===== config.mk =====
export PLATFORM = sky130hd
export DESIGN_NAME = pc_branch_unit
export DESIGN_NICKNAME = d
export VERILOG_FILES = /design/src/rtl/pcb_pkg.sv /design/src/rtl/pcb_cond_eval.sv /design/src/rtl/pcb_next_pc.sv /design/src/rtl/pcb_pcrel.sv /design/src/rtl/pc_branch_unit.sv
export SDC_FILE = /design/constraint.sdc
export NUM_CORES = 1
export LEC_CHECK = 0
export ABC_AREA = 1
export CORE_ASPECT_RATIO = 0.75
export CORE_MARGIN = 2
export CORE_UTILIZATION = 50
export DETAILED_ROUTE_END_ITERATION = 6
export GPL_TIMING_DRIVEN = 0
export PLACE_DENSITY = 0.8
export SYNTH_ARGS = -nofsm -noshare
export SYNTH_HDL_FRONTEND = slang
export SYNTH_SLANG_ARGS = --single-unit

===== constraint.sdc =====
create_clock -name clk -period 7.72 [get_ports clk]
set_input_delay 1.93 -clock clk [delete_from_list [all_inputs] [get_ports clk]]
set_output_delay 1.93 -clock clk [all_outputs]
set_load 0.005 [all_outputs]

===== src/rtl/pcb_pkg.sv =====
package pcb_pkg;
  typedef enum logic [1:0] {
    K_SEQ     = 2'd0,
    K_BRANCH  = 2'd1,
    K_PCWRITE = 2'd2,
    K_HALT    = 2'd3
  } kind_e;

  typedef struct packed {
    logic n;
    logic z;
    logic c;
    logic v;
  } flags_t;

  localparam int unsigned INSN_BYTES = 2;
  localparam int unsigned CODE_W     = 4;
endpackage


===== src/rtl/pcb_cond_eval.sv =====
module pcb_cond_eval
  import pcb_pkg::*;
(
  input  logic [CODE_W-1:0] cond_i,
  input  flags_t            flags_i,
  output logic              hit_o
);
  logic sgn_eq;
  assign sgn_eq = (flags_i.n == flags_i.v);

  always_comb begin
    unique case (cond_i)
      4'd0:    hit_o = flags_i.z;
      4'd1:    hit_o = !flags_i.z;
      4'd2:    hit_o = flags_i.c;
      4'd3:    hit_o = !flags_i.c;
      4'd4:    hit_o = flags_i.n;
      4'd5:    hit_o = !flags_i.n;
      4'd6:    hit_o = flags_i.v;
      4'd7:    hit_o = !flags_i.v;
      4'd8:    hit_o = flags_i.c && !flags_i.z;
      4'd9:    hit_o = !flags_i.c || flags_i.z;
      4'd10:   hit_o = sgn_eq;
      4'd11:   hit_o = !sgn_eq;
      4'd12:   hit_o = !flags_i.z && sgn_eq;
      4'd13:   hit_o = flags_i.z || !sgn_eq;
      default: hit_o = 1'b0;  // reserved codes never taken
    endcase
  end
endmodule


===== src/rtl/pcb_next_pc.sv =====
module pcb_next_pc
  import pcb_pkg::*;
#(
  parameter int unsigned AW   = 16,
  parameter int unsigned OFFW = 8
) (
  input  logic [AW-1:0]   pc_i,
  input  kind_e           kind_i,
  input  logic            hit_i,
  input  logic [OFFW-1:0] off_i,
  input  logic [AW-1:0]   wr_i,
  output logic [AW-1:0]   next_o,
  output logic            redirect_o
);
  localparam int unsigned SEXT_W = AW - OFFW - 1;

  logic [AW-1:0] step_pc;
  logic [AW-1:0] disp;
  logic [AW-1:0] target_pc;

  assign step_pc   = pc_i + AW'(INSN_BYTES);
  assign disp      = {{SEXT_W{off_i[OFFW-1]}}, off_i, 1'b0};
  assign target_pc = pc_i + disp;

  always_comb begin
    next_o     = step_pc;
    redirect_o = 1'b0;
    unique case (kind_i)
      K_BRANCH: begin
        if (hit_i) begin
          next_o     = target_pc;
          redirect_o = 1'b1;
        end
      end
      K_PCWRITE: begin
        next_o     = wr_i;
        redirect_o = 1'b1;
      end
      default: begin
        next_o     = step_pc;
        redirect_o = 1'b0;
      end
    endcase
  end
endmodule


===== src/rtl/pcb_pcrel.sv =====
module pcb_pcrel #(
  parameter int unsigned AW    = 16,
  parameter int unsigned IMMW  = 8,
  parameter int unsigned ALIGN = 2
) (
  input  logic [AW-1:0]   pc_i,
  input  logic [IMMW-1:0] imm_i,
  output logic [AW-1:0]   addr_o
);
  logic [AW-1:0] base;
  logic [AW-1:0] imm_ext;

  assign base    = {pc_i[AW-1:ALIGN], {ALIGN{1'b0}}};
  assign imm_ext = {{(AW-IMMW){1'b0}}, imm_i};
  assign addr_o  = base + (imm_ext << ALIGN);
endmodule


===== src/rtl/pc_branch_unit.sv =====
module pc_branch_unit
  import pcb_pkg::*;
#(
  parameter int unsigned AW   = 16,
  parameter int unsigned OFFW = 8,
  parameter int unsigned IMMW = 8
) (
  input  logic            clk,
  input  logic            rst_n,
  input  logic            exec_i,
  input  logic [1:0]      kind_i,
  input  logic [3:0]      cond_i,
  input  logic [OFFW-1:0] boff_i,
  input  logic [3:0]      flags_i,
  input  logic [AW-1:0]   wr_pc_i,
  input  logic [IMMW-1:0] imm8_i,
  output logic [AW-1:0]   pc_o,
  output logic            taken_o,
  output logic            halted_o,
  output logic            fetch_req_o,
  output logic [AW-1:0]   pcrel_o
);
  kind_e         kind;
  flags_t        flg;
  logic          hit;
  logic [AW-1:0] next_pc;
  logic          redirect;
  logic [AW-1:0] pc_q;
  logic          halt_q;
  logic          taken_q;

  assign kind = kind_e'(kind_i);
  assign flg  = flags_t'(flags_i);

  pcb_cond_eval u_cond (
    .cond_i  (cond_i),
    .flags_i (flg),
    .hit_o   (hit)
  );

  pcb_next_pc #(.AW(AW), .OFFW(OFFW)) u_next (
    .pc_i       (pc_q),
    .kind_i     (kind),
    .hit_i      (hit),
    .off_i      (boff_i),
    .wr_i       (wr_pc_i),
    .next_o     (next_pc),
    .redirect_o (redirect)
  );

  pcb_pcrel #(.AW(AW), .IMMW(IMMW), .ALIGN(2)) u_pcrel (
    .pc_i   (pc_q),
    .imm_i  (imm8_i),
    .addr_o (pcrel_o)
  );

  always_ff @(posedge clk or negedge rst_n) begin
    if (!rst_n) begin
      pc_q    <= '0;
      halt_q  <= 1'b0;
      taken_q <= 1'b0;
    end else begin
      taken_q <= 1'b0;
      if (exec_i && !halt_q) begin
        if (kind == K_HALT) begin
          halt_q <= 1'b1;
        end else begin
          pc_q    <= next_pc;
          taken_q <= redirect;
        end
      end
    end
  end

  assign pc_o        = pc_q;
  assign taken_o     = taken_q;
  assign halted_o    = halt_q;
  assign fetch_req_o = !halt_q;

  AST_HALT_HOLDS_PC: assert property (@(posedge clk) disable iff (!rst_n)
    halted_o |=> $stable(pc_o));
  AST_HALT_STICKY: assert property (@(posedge clk) disable iff (!rst_n)
    halted_o |=> halted_o);
  AST_SEQ_STEP: assert property (@(posedge clk) disable iff (!rst_n)
    (exec_i && !halted_o && kind_i == 2'd0) |=> (pc_o == AW'($past(pc_o) + AW'(2))));
  AST_PC_WRITE: assert property (@(posedge clk) disable iff (!rst_n)
    (exec_i && !halted_o && kind_i == 2'd2) |=> (pc_o == $past(wr_pc_i)));
  AST_NEVER_CODES: assert property (@(posedge clk) disable iff (!rst_n)
    (exec_i && !halted_o && kind_i == 2'd1 && cond_i[3:1] == 3'b111)
      |=> (pc_o == AW'($past(pc_o) + AW'(2)) && !taken_o));
  AST_IDLE_HOLD: assert property (@(posedge clk) disable iff (!rst_n)
    !exec_i |=> ($stable(pc_o) && !taken_o));
endmodule


==> impl_metrics.env <==
export IMPL_hold_violations=0
export IMPL_grt_first_pass_wirelength_um=15200
export IMPL_via_per_inst=5.32
export IMPL_start_kind="input port"
export IMPL_post_drt_wl_per_cell_um=13.5
export IMPL_ios=80
export IMPL_gr_total_overflow=0
export IMPL_worstSetupStartpoint="imm8_i[0]"
export IMPL_async_flop_share=1.00
export IMPL_hold_ws_ns=0.522
export IMPL_skew_ns=0.00810
export IMPL_gp_congestion=0.951
export IMPL_dieArea_um2=6720
export IMPL_grtUsageTotal=0.280
export IMPL_port_buffer_count=76
export IMPL_timing_rr_end="pc_o[9]"
export IMPL_slew_viol_final=0
export IMPL_area_growth_pct=30.2
export IMPL_timing_rr_start="pc_o[1]"
export IMPL_postSynthCellCount=525
export IMPL_n_antenna_cell=0
export IMPL_ys_types=31
export IMPL_reg2reg_depth=14
export IMPL_htreeDepth=1
export IMPL_power_density_nw_per_um2=118
export IMPL_worstPathMaxFanout=3
export IMPL_synth_largest_area_cell="nand2_1"
export IMPL_yosys_warnings=0
export IMPL_post_cts_resized=0
export IMPL_cts_buffers=3
export IMPL_design_area_um2=3960
export IMPL_hold_path_startpoint="halted_o"
export IMPL_clockBufferDepth=2
export IMPL_r2r_slack_ns=5.38
export IMPL_core_um2=5860
export IMPL_clk_latency_ns=0.26
export IMPL_hold_depth=2
export IMPL_clkTransAtPathRegs_ns=0.08
export IMPL_placed_cell_area_um2=3900
export IMPL_rsz0062_at_grt="false"
export IMPL_hold_path_endpoint="halted_o"
export IMPL_yosys_top_cells_area="nand2_1 (25%), dfrtp_1 (15%), ha_1 (11%), nand3_1 (10%), inv_1 (9.4%)"
export IMPL_initial_utilization=0.519
export IMPL_synth_ff_latch_count=18
export IMPL_crit_type="input port to output pin"
export IMPL_die_x_um=94.0
export IMPL_cp_required_ns=5.79
export IMPL_dr_pass1_iters=5
export IMPL_drive_gt1_frac=0.0363
export IMPL_grt_antenna_before_repair=0
export IMPL_min_period_ns=6.41
export IMPL_crit_path_end_kind="output pin"
export IMPL_netlist_area_um2=3040
export IMPL_grt_pass1_vias=3321
export IMPL_dp_hpwl_um=7360
export IMPL_netlist_top_cells_count="nand2_1 (201), inv_1 (76), nand3_1 (61), a21oi_1 (42), ha_1 (26)"
export IMPL_arrival_ns=4.48
export IMPL_vias=3640
export IMPL_num_rows=24
export IMPL_seq_area_frac_synth=0.148
export IMPL_cts_tree="yes"
export IMPL_peakVddDrop_mv=0.0908
export IMPL_synth_most_common_cell="nand2_1"
export IMPL_post_route_period_util=0.831
export IMPL_final_antenna_net_count=0
export IMPL_setup_tns_ns=0
export IMPL_maxSlewHeadroom=0.436
export IMPL_syn_area_per_cell_um2=5.79
export IMPL_synth_edf_count=0
export IMPL_cts_sinks=18
export IMPL_grt_max_degree=19
export IMPL_synth_top_area_frac=0.248
export IMPL_die_y_um=71.5
export IMPL_cts_setup_buffers=0
export IMPL_finalSetupViolCount=0
export IMPL_status="finished clean"
export IMPL_ys_flop_type="dfrtp_1"
export IMPL_nNetsFinal=680
export IMPL_p_leak_nw=2.11
export IMPL_hp_class="register to register"
export IMPL_max_cap_violations=0
export IMPL_worstMarginPinSlew_ns=0.843
export IMPL_first_iter_violations=216
export IMPL_wirelength_um=9250
export IMPL_fmax_ghz=0.156
export IMPL_drc_errors=0
export IMPL_cts_hold_buffers=0
export IMPL_root_buffer="clkbuf_8"
==> per-layer routing <==
| layer | up-vias | GRT usage | share of wire |
|---|---|---|---|
| met3 | 17 | 0.0305 | 0.092 |
| li1 | 1829 | - | - |
| met5 | - | 0 | 0 |
| met4 | 0 | 0.0531 | 0.016 |
| met2 | 181 | 0.468 | 0.45 |
| met1 | 1613 | 0.396 | 0.44 |
==> state kept, by name, summed over array words and instances, names as in the netlist <==
register  count
halted_o      1
pc_o         16
taken_o       1
==> cells in the final DEF, fill, tap and decap left out, types with 2 or more instances in the layout <==
master / n
inv_1: 76
clkbuf_1: 6
o211ai_1: 3
buf_6: 2
a31oi_1: 2
nand3_1: 61
a21oi_1: 42
xnor2_1: 7
dfrtp_1: 18
nand4_1: 9
clkdlybuf4s50_1: 76
buf_4: 4
nor3_1: 6
nor3_4: 2
conb_1: 2
buf_2: 4
and2_1: 2
clkbuf_8: 4
nor2_1: 19
ha_1: 26
nand2_1: 201
fa_1: 2
o21ai_0: 3
xor2_1: 20
==> through the flow <==
step / power, mW / util / setup WS (ns) / cells
after detailed placement: 0.382 / 0.666 / 1.33 / 680
after CTS: 0.461 / 0.676 / 1.31 / 684
after floorplan: 0.272 / - / 2.53 / 526
after global routing: 0.501 / 0.676 / 1.12 / 684
after global placement: 0.376 / 0.666 / 1.35 / 680
final: 0.466 / 0.676 / 1.31 / 684
==> critical path: stages <==
cell and delay [ns]:
clkdlybuf4s50_1 0.46, ha_1 0.17, inv_1 0.06, fa_1 0.40, inv_1 0.07, a31oi_1 0.13
o21ai_0 0.43, nand3_1 0.16, xor2_1 0.15, clkdlybuf4s50_1 0.52
==> kinds of logic (layout without fill, tap and decap cells) <==
family,Yosys count,in the layout,share of synthesized area
AND/OR/NAND/NOR,305,305,0.433
buffers and inverters,93,173,0.126
AO/OA/AOI/OAI,53,53,0.0935
adder cells (fa/ha/maj),28,28,0.120
XOR/XNOR,27,27,0.0778
flip-flops,18,18,0.148
other,1,2,0.00123
==> how the worst max path moves through the flow <==
stage / end / slack (ns) / cells past startpoint
2_1_floorplan: pcrel_o[12] / 2.53 / 8
3_3_place_gp: pcrel_o[12] / 1.35 / 10
3_5_place_dp: pcrel_o[12] / 1.33 / 10
4_1_cts: pcrel_o[12] / 1.31 / 10
5_1_grt: pcrel_o[12] / 1.12 / 10
6_report: pcrel_o[12] / 1.31 / 10
==> power by group <==
| part | total, mW | switching, mW | internal [mW] |
|---|---|---|---|
| Clock | 0.0803 | 0.0349 | 0.0454 |
| Combinational | 0.267 | 0.143 | 0.124 |
| Sequential | 0.118 | 0.0175 | 0.101 |
| Total | 0.466 | 0.195 | 0.271 |
==> final cells by class <==
cell class | instances | area [µm²]
plain buffers | 16 | 95.1
flip-flops and latches | 18 | 450
repair buffers | 76 | 761
fillers | 555 | 1900
clock buffers | 4 | 55.1
inverters | 77 | 289
well taps | 78 | 97.6
multi-input cells | 415 | 2210
Note: power is estimated with default switching activity, not from simulation.
